**config.mk**
```make
export PLATFORM = sky130hd
export DESIGN_NAME = sar_freq_search
export DESIGN_NICKNAME = d
export VERILOG_FILES = /design/src/rtl/sarfs_pkg.sv /design/src/rtl/sarfs_ctrl.sv /design/src/rtl/sarfs_sar_reg.sv /design/src/rtl/sar_freq_search.sv
export SDC_FILE = /design/constraint.sdc
export NUM_CORES = 1
export LEC_CHECK = 0
export ABC_AREA = 0
export CORE_MARGIN = 8
export CORE_UTILIZATION = 50
export CTS_BUF_LIST = sky130_fd_sc_hd__clkbuf_2 sky130_fd_sc_hd__clkbuf_4 sky130_fd_sc_hd__clkbuf_8
export DETAILED_ROUTE_END_ITERATION = 8
export GPL_ROUTABILITY_DRIVEN = 1
export GPL_TIMING_DRIVEN = 0
export PLACE_DENSITY = 0.8
export SYNTH_ARGS = -nofsm -noshare
export SYNTH_HDL_FRONTEND = slang
export SYNTH_SLANG_ARGS = --single-unit
```
**constraint.sdc**
```tcl
create_clock -name clk -period 3.9 [get_ports clk]
set_input_delay 0.39 -clock clk [delete_from_list [all_inputs] [get_ports clk]]
set_output_delay 0.39 -clock clk [all_outputs]
set_load 0.03 [all_outputs]
```
**src/rtl/sarfs_pkg.sv**
```systemverilog
package sarfs_pkg;
  // width of the bit index carried in the strobe bundle
  localparam int IDX_BITS = 8;

  typedef enum logic [1:0] {
    PH_IDLE  = 2'd0,
    PH_DELAY = 2'd1,
    PH_FREQ  = 2'd2,
    PH_HOLD  = 2'd3
  } phase_t;

  typedef struct packed {
    logic                clearAll;
    logic                dlyStep;
    logic                dcoStep;
    logic [IDX_BITS-1:0] bitIdx;
  } strobe_t;
endpackage

```
**src/rtl/sarfs_ctrl.sv**
```systemverilog
module sarfs_ctrl
  import sarfs_pkg::*;
#(
  parameter int DCO_W = 10,
  parameter int DLY_W = 2
) (
  input  logic    clk,
  input  logic    rstN,
  input  logic    startPulse,
  output strobe_t strobes,
  output logic    doneQ,
  output logic    handQ
);
  localparam int MAXW = (DCO_W > DLY_W) ? DCO_W : DLY_W;
  localparam int IW   = (MAXW > 1) ? $clog2(MAXW) : 1;

  phase_t        phase;
  logic [IW-1:0] idx;

  always_ff @(posedge clk or negedge rstN) begin
    if (!rstN) begin
      phase <= PH_IDLE;
      idx   <= '0;
      doneQ <= 1'b0;
      handQ <= 1'b0;
    end else begin
      doneQ <= 1'b0;
      if (startPulse) begin
        phase <= PH_DELAY;
        idx   <= IW'(DLY_W - 1);
        handQ <= 1'b0;
      end else begin
        case (phase)
          PH_DELAY: begin
            if (idx == '0) begin
              phase <= PH_FREQ;
              idx   <= IW'(DCO_W - 1);
            end else begin
              idx <= idx - 1'b1;
            end
          end
          PH_FREQ: begin
            if (idx == '0) begin
              phase <= PH_HOLD;
              doneQ <= 1'b1;
              handQ <= 1'b1;
            end else begin
              idx <= idx - 1'b1;
            end
          end
          default: ;
        endcase
      end
    end
  end

  always_comb begin
    strobes.clearAll = startPulse;
    strobes.dlyStep  = !startPulse && (phase == PH_DELAY);
    strobes.dcoStep  = !startPulse && (phase == PH_FREQ);
    strobes.bitIdx   = IDX_BITS'(idx);
  end
endmodule

```
**src/rtl/sarfs_sar_reg.sv**
```systemverilog
module sarfs_sar_reg
  import sarfs_pkg::*;
#(
  parameter int W = 10
) (
  input  logic                clk,
  input  logic                rstN,
  input  logic                clearAll,
  input  logic                step,
  input  logic [IDX_BITS-1:0] bitIdx,
  input  logic                upIn,
  output logic [W-1:0]        code
);
  // one register per bit: decided bit takes the detector vote,
  // the bit just below it becomes the next trial
  for (genvar b = 0; b < W; b++) begin : g_bit
    localparam logic [IDX_BITS-1:0] POS     = IDX_BITS'(b);
    localparam logic [IDX_BITS-1:0] POS_ABV = IDX_BITS'(b + 1);
    localparam logic                MID_BIT = (b == W - 1);

    always_ff @(posedge clk or negedge rstN) begin
      if (!rstN) begin
        code[b] <= 1'b0;
      end else if (clearAll) begin
        code[b] <= MID_BIT;
      end else if (step) begin
        if (bitIdx == POS) begin
          code[b] <= upIn;
        end else if (bitIdx == POS_ABV) begin
          code[b] <= 1'b1;
        end
      end
    end
  end
endmodule

```
**src/rtl/sar_freq_search.sv**
```systemverilog
module sar_freq_search
  import sarfs_pkg::*;
#(
  parameter int DCO_W = 10,
  parameter int DLY_W = 2
) (
  input  logic             clk,
  input  logic             rstN,
  input  logic             startPulse,
  input  logic             upIn,
  input  logic             useDelayedRef,
  output logic [DLY_W-1:0] delayCode,
  output logic [DCO_W-1:0] dcoCode,
  output logic             searchDone,
  output logic             handover,
  output logic             refSelDelayed
);
  strobe_t strobes;

  sarfs_ctrl #(.DCO_W(DCO_W), .DLY_W(DLY_W)) u_ctrl (
    .clk        (clk),
    .rstN       (rstN),
    .startPulse (startPulse),
    .strobes    (strobes),
    .doneQ      (searchDone),
    .handQ      (handover)
  );

  sarfs_sar_reg #(.W(DLY_W)) u_dly (
    .clk      (clk),
    .rstN     (rstN),
    .clearAll (strobes.clearAll),
    .step     (strobes.dlyStep),
    .bitIdx   (strobes.bitIdx),
    .upIn     (upIn),
    .code     (delayCode)
  );

  sarfs_sar_reg #(.W(DCO_W)) u_dco (
    .clk      (clk),
    .rstN     (rstN),
    .clearAll (strobes.clearAll),
    .step     (strobes.dcoStep),
    .bitIdx   (strobes.bitIdx),
    .upIn     (upIn),
    .code     (dcoCode)
  );

  assign refSelDelayed = handover & useDelayedRef;
endmodule

```
==> flow_metrics.env, run 1 <==
export IMPL_status="completed"
export IMPL_netlist_cell_type_count=37
export IMPL_power_mw=0.855
export IMPL_avgSynthCellArea_um2=10.3
export IMPL_gp_congestion=0.842
export IMPL_worst_clock_skew_ns=0.0125
export IMPL_maxSlewHeadroom=0.413
export IMPL_dr_total_vias=933
export IMPL_drcViolationCount=0
export IMPL_grt_pass1_wl_mm=4.57
export IMPL_synth_top_area_cell="dfrtp_1"
export IMPL_cts_tree="built"
export IMPL_post_place_ws_ns=1.90
export IMPL_cts_buffers=3
export IMPL_synth_seq_cells=20
export IMPL_crit_path_frequent_cell="clkdlybuf4s50_1"
export IMPL_post_route_util=0.647
export IMPL_worst_slew_pin_slew_ns=0.877
export IMPL_synthToLayoutAreaGrowth_pct=24.4
export IMPL_num_rows=17
export IMPL_hold_viol_final=0
export IMPL_cts_resized_gates=0
export IMPL_cp_slowest_cell="clkdlybuf4s50_1"
export IMPL_place_hpwl_mm=1.95
export IMPL_min_delay_path_class="reg2reg"
export IMPL_crit_fanout=1
export IMPL_die_area_um2=4060
export IMPL_final_antenna_net_count=0
export IMPL_fmax_mhz=499
export IMPL_setup_slack_ns=1.90
export IMPL_finalCriticalPeriod_ns=2.00
export IMPL_layout_nets=145
export IMPL_syn_cell_area_um2=1140
export IMPL_maxCapViolCount=0
export IMPL_core_area_um2=2190
export IMPL_leakagePower_nw=0.586
export IMPL_worstRegToRegCells=6
export IMPL_clock_sinks=20
export IMPL_post_route_period_util=0.514
export IMPL_io_pins=20
export IMPL_htree_levels=1
export IMPL_path_cells="clkdlybuf4s50_1 > and2_1 > clkdlybuf4s50_1"
export IMPL_cp_endpoint="refSelDelayed"
export IMPL_endpoint_kind="output pin"
export IMPL_overflow=0
export IMPL_r2r_end="u_ctrl.idx[3]"
export IMPL_hold_buffers=0
export IMPL_routed_wl_mm=2.64
export IMPL_syn_inst=111
export IMPL_setup_tns_ns=0
export IMPL_clockRootBuffer="clkbuf_4"
export IMPL_synth_top_flop_cell="dfrtp_1"
export IMPL_syn_num_nets=121
export IMPL_cp_top_family="buffers and inverters"
export IMPL_setup_violations=0
export IMPL_antenna_found_initial=0
export IMPL_worstSetupStartpointType="input pin"
export IMPL_r2r_slack_ns=2.00
export IMPL_synth_edff_count=0
export IMPL_grt_max_degree=21
export IMPL_finalMaxSlewViolations=0
export IMPL_r2r_start="u_ctrl.idx[0]"
export IMPL_peakVddDrop_uv=341
export IMPL_rsz0062_at_grt="no"
export IMPL_synthMostInstantiatedCell="dfrtp_1"
export IMPL_die_x_um=63.7
export IMPL_synth_top_cell_area_share=0.439
export IMPL_yosysWarnings=0
export IMPL_critPathBufInv=2
export IMPL_track_usage=0.137
export IMPL_crit_required_ns=3.51
export IMPL_grt_pass1_vias=1001
export IMPL_portBuffers=19
export IMPL_cts_clk_slew_worst_paths_ns=0.11
export IMPL_insertedDiodeCount=0
export IMPL_synthArstFlopShare=1.00
export IMPL_yosysSeqAreaShare=0.439
export IMPL_critPathKind="in2out"
export IMPL_drive_gt1_frac=0.119
export IMPL_worstSkewPairLatency_ns=0.32
export IMPL_dr_pass1_iters=5
export IMPL_drt_iter0_drc=34
export IMPL_synth_commonest_cells="20 x dfrtp_1, 14 x a21oi_1, 8 x nor2_1, 5 x a211oi_1, 5 x ha_1"
export IMPL_start_util=0.520
export IMPL_max_stage_delay_ns=0.67
export IMPL_crit_start="useDelayedRef"
export IMPL_worst_path_stages=3
export IMPL_die_y_um=63.7
export IMPL_synthTopCellsByArea="dfrtp_1 44%, a21oi_1 6.1%, ha_1 5.5%"
export IMPL_p_per_area_nw_per_um2=603
export IMPL_worstPathArrival_ns=1.61
export IMPL_clockBufferDepth=2
export IMPL_post_cts_buffers=0
export IMPL_routedWlPerCell_um=16.3
export IMPL_avgViaCountPerCell=5.76
per-stage QoR:
| stage | hold slack [ns] | cell area (um^2) | instances |
|---|---|---|---|
| 2_1_floorplan | 0.0944 | 1140 | 111 |
| 3_3_place_gp | 0.475 | 1370 | 158 |
| 3_5_place_dp | 0.484 | 1370 | 158 |
| 4_1_cts | 0.510 | 1420 | 162 |
| 5_1_grt | 0.530 | 1420 | 162 |
| 6_report | 0.504 | 1420 | 162 |
sequential cells by signal, indices dropped and copies added (netlist names):
| register | cells |
|---|---|
| u_ctrl.idx | 4 |
| u_ctrl.doneQ | 1 |
| u_ctrl.phase | 2 |
| u_dco.code | 10 |
| u_ctrl.handQ | 1 |
| u_dly.code | 2 |
cells in the final DEF (no fill, tap or decap), types with 2 or more instances in the layout:
| master | n |
|---|---|
| clkbuf_1 | 3 |
| and2_1 | 2 |
| o21bai_1 | 2 |
| ha_1 | 5 |
| and3_1 | 2 |
| clkbuf_4 | 3 |
| inv_1 | 3 |
| nand2_1 | 2 |
| nor3_1 | 3 |
| nor4b_4 | 2 |
| nand3b_1 | 2 |
| or3_1 | 2 |
| nor2_1 | 8 |
| o21a_1 | 2 |
| a21oi_1 | 14 |
| a31oi_1 | 2 |
| or2_2 | 3 |
| nor2b_1 | 4 |
| dfrtp_1 | 20 |
| a21o_1 | 4 |
| clkdlybuf4s50_1 | 19 |
| a311oi_1 | 4 |
| buf_2 | 2 |
| a211oi_1 | 5 |
cell families after synthesis:
| family | Yosys count | synth area share |
|---|---|---|
| xor gates and xnor gates | 1 | 0.00769 |
| and+or+nand+nor | 36 | 0.222 |
| muxes | 1 | 0.00878 |
| adders and majority gates | 5 | 0.0549 |
| buffers and inverters | 11 | 0.0494 |
| AOI/OAI and AO/OA | 37 | 0.218 |
| DFF | 20 | 0.439 |
how the worst min path moves through the flow:
stage | endpoint | depth (start not counted) | slack [ns] | from
2_1_floorplan | u_ctrl.doneQ | 0 | 0.09 | rstN
3_3_place_gp | u_dco.code[3] | 1 | 0.48 | u_dco.code[3]
3_5_place_dp | u_dco.code[3] | 1 | 0.48 | u_dco.code[3]
4_1_cts | u_dco.code[3] | 1 | 0.51 | u_dco.code[3]
5_1_grt | u_dco.code[3] | 1 | 0.53 | u_dco.code[3]
6_report | u_dco.code[7] | 1 | 0.50 | u_dco.code[7]
worst register-to-register path, cell delays in order (launching register included):
cell and delay [ns]:
dfrtp_1 0.45, inv_1 0.13, ha_1 0.30, or3b_1 0.37, clkbuf_2 0.19, a21oi_1 0.21, o221ai_1 0.13
layout make-up:
class	count	area [um^2]
well taps	28	35.0
inverters	3	11.3
clock buffers	3	22.5
fillers	193	773
flip-flops and latches	20	500
clock inverters	1	30.0
repair buffers	19	190
multi-input cells	80	583
plain buffers	8	45.0
report_power, final:
group          switching, mW  internal (mW)
registers             0.0313          0.241
clock network         0.0692          0.104
logic                  0.234          0.175
metal layers:
layer,track usage,routed length (um),vias up
li1,-,-,452
met4,0.0696,44,0
met5,0,0,-
met2,0.231,1260,28
met1,0.159,1190,448
met3,0.0348,140,5
No activity file was read; power rests on OpenSTA's default activity.
==> inputs of run 2 (changes only) <==
==> constraint.sdc (replaced) <==
create_clock -name clk -period 1.9 [get_ports clk]
set_input_delay 0.19 -clock clk [delete_from_list [all_inputs] [get_ports clk]]
set_output_delay 0.19 -clock clk [all_outputs]
set_load 0.03 [all_outputs]
==> run 2 against run 1 <==
Effect of this change:
- combinational power grew 110%
- final area grew 1.1%
- worst hold slack lost 0.15 ns
- sequential share of layout area shrank 0.40 points
- highest routed layer unchanged
- critical endpoint is now u_ctrl.idx[0]
==> flow_metrics.env, run 2 (same netlist as run 1, synthesis figures left out) <==
export IMPL_cts_tree="built"
export IMPL_cp_top_family="flip-flops"
export IMPL_final_cells=162
export IMPL_start_util=0.520
export IMPL_routedWlPerCell_um=16.4
export IMPL_post_route_period_util=0.951
export IMPL_n_fill_cell=190
export IMPL_gp_congestion=0.842
export IMPL_track_usage=0.137
export IMPL_crit_required_ns=2.10
export IMPL_avgViaCountPerCell=5.84
export IMPL_endpoint_kind="flop"
export IMPL_worstSetupStartpointType="flop"
export IMPL_critPathKind="reg2reg"
export IMPL_antenna_found_initial=0
export IMPL_drt_iter0_drc=29
export IMPL_top_register="u_dco.code"
export IMPL_min_delay_path_class="in2async"
export IMPL_portBuffers=19
export IMPL_worst_slew_pin_slew_ns=0.871
export IMPL_hold_buffers=0
export IMPL_core_area_um2=2190
export IMPL_die_y_um=63.7
export IMPL_hold_viol_final=0
export IMPL_largest_reg_flops=10
export IMPL_layout_nets=145
export IMPL_setup_slack_ns=0.0937
export IMPL_io_pins=20
export IMPL_finalMaxSlewViolations=0
export IMPL_crit_fanout=8
export IMPL_rsz0062_at_grt="no"
export IMPL_worst_clock_skew_ns=0.0119
export IMPL_fin_hold_ws_ns=0.354
export IMPL_dp_cells=158
export IMPL_cp_slowest_cell="dfrtp_1"
export IMPL_peakVddDrop_uv=776
export IMPL_max_stage_delay_ns=0.45
export IMPL_htree_levels=1
export IMPL_maxCapViolCount=0
export IMPL_routed_wl_mm=2.65
export IMPL_final_antenna_net_count=0
export IMPL_insertedDiodeCount=0
export IMPL_power_mw=1.78
export IMPL_place_area_um2=1370
export IMPL_drive_gt1_frac=0.134
export IMPL_die_x_um=63.7
export IMPL_post_route_util=0.654
export IMPL_cts_clk_slew_worst_paths_ns=0.12
export IMPL_layout_commonest_cell="dfrtp_1"
export IMPL_die_area_um2=4060
export IMPL_fmax_mhz=554
export IMPL_cts_buffers=3
export IMPL_stdcell_area_um2=1430
export IMPL_num_rows=17
export IMPL_overflow=0
export IMPL_clockBufferDepth=2
export IMPL_dr_total_vias=946
export IMPL_r2r_end="u_ctrl.idx[0]"
export IMPL_clock_sinks=20
export IMPL_setup_violations=0
export IMPL_p_per_area_nw_per_um2=1240
export IMPL_setup_tns_ns=0
export IMPL_path_cells="inv_1 > ha_4 > or3b_1 > clkbuf_2 > a211oi_1 > o21bai_1"
export IMPL_worstRegToRegCells=6
export IMPL_post_cts_buffers=0
export IMPL_maxSlewHeadroom=0.418
export IMPL_grt_max_degree=21
export IMPL_status="completed"
export IMPL_dr_pass1_iters=4
export IMPL_grt_pass1_vias=1005
export IMPL_leakagePower_nw=0.587
export IMPL_r2r_start="u_ctrl.idx[0]"
export IMPL_layout_cells_most_common_list="20 x dfrtp_1, 19 x clkdlybuf4s50_1, 13 x a21oi_1"
export IMPL_reg_top3="u_dco.code (10), u_ctrl.idx (4)"
export IMPL_clockRootBuffer="clkbuf_4"
export IMPL_finalCriticalPeriod_ns=1.81
export IMPL_place_hpwl_mm=1.95
export IMPL_critPathBufInv=2
export IMPL_post_place_ws_ns=0.0310
export IMPL_worstSkewPairLatency_ns=0.31
export IMPL_worstPathArrival_ns=2.01
export IMPL_grt_pass1_wl_mm=4.57
export IMPL_drcViolationCount=0
export IMPL_r2r_slack_ns=0.09
export IMPL_synthToLayoutAreaGrowth_pct=25.8
[run 2: what timing repair did]
item / 4_1_cts / 5_1_grt
endpoints found under the setup margin: 1 / 3
gates resized for setup: 1 / 2
gates cloned: 0 / 0
endpoints found under the hold margin: 0 / 0
[run 2: worst max-delay path by stage]
stage / from / to / slack [ns] / depth (start not counted)
finish: u_ctrl.idx[0] / u_ctrl.idx[0] / 0.09 / 6
global route: u_ctrl.idx[0] / u_ctrl.idx[0] / 0.02 / 6
CTS: u_ctrl.idx[0] / u_ctrl.idx[3] / 0.06 / 6
detailed placement: u_ctrl.idx[0] / u_ctrl.idx[3] / 0.03 / 6
global placement: u_ctrl.idx[0] / u_ctrl.idx[3] / 0.07 / 6
floorplan: u_ctrl.idx[0] / u_ctrl.idx[3] / 0.27 / 6
[run 2: layout make-up]
class / instances / area, um^2 / area share
plain buffers: 8 / 45.0 / 0.0314
clock buffers: 3 / 22.5 / 0.0157
clock inverters: 1 / 30.0 / 0.0209
inverters: 3 / 11.3 / 0.00785
multi-input cells: 80 / 599 / 0.418
flip-flops and latches: 20 / 500 / 0.349
well taps: 28 / 35.0 / 0.0244
repair buffers: 19 / 190 / 0.133
[run 2: layer usage]
metal | wire length (um) | up-vias | global-route usage | share of wire
met5 | 0 | - | 0 | 0
met4 | 45 | 0 | 0.0696 | 0.017
met3 | 169 | 5 | 0.0348 | 0.064
met2 | 1260 | 31 | 0.229 | 0.47
met1 | 1180 | 458 | 0.159 | 0.44
li1 | - | 452 | - | -
[run 2: where the power goes]
group / switching (mW) / internal (mW)
combinational: 0.491 / 0.372
sequential: 0.0660 / 0.496
clock: 0.142 / 0.214
total: 0.699 / 1.08
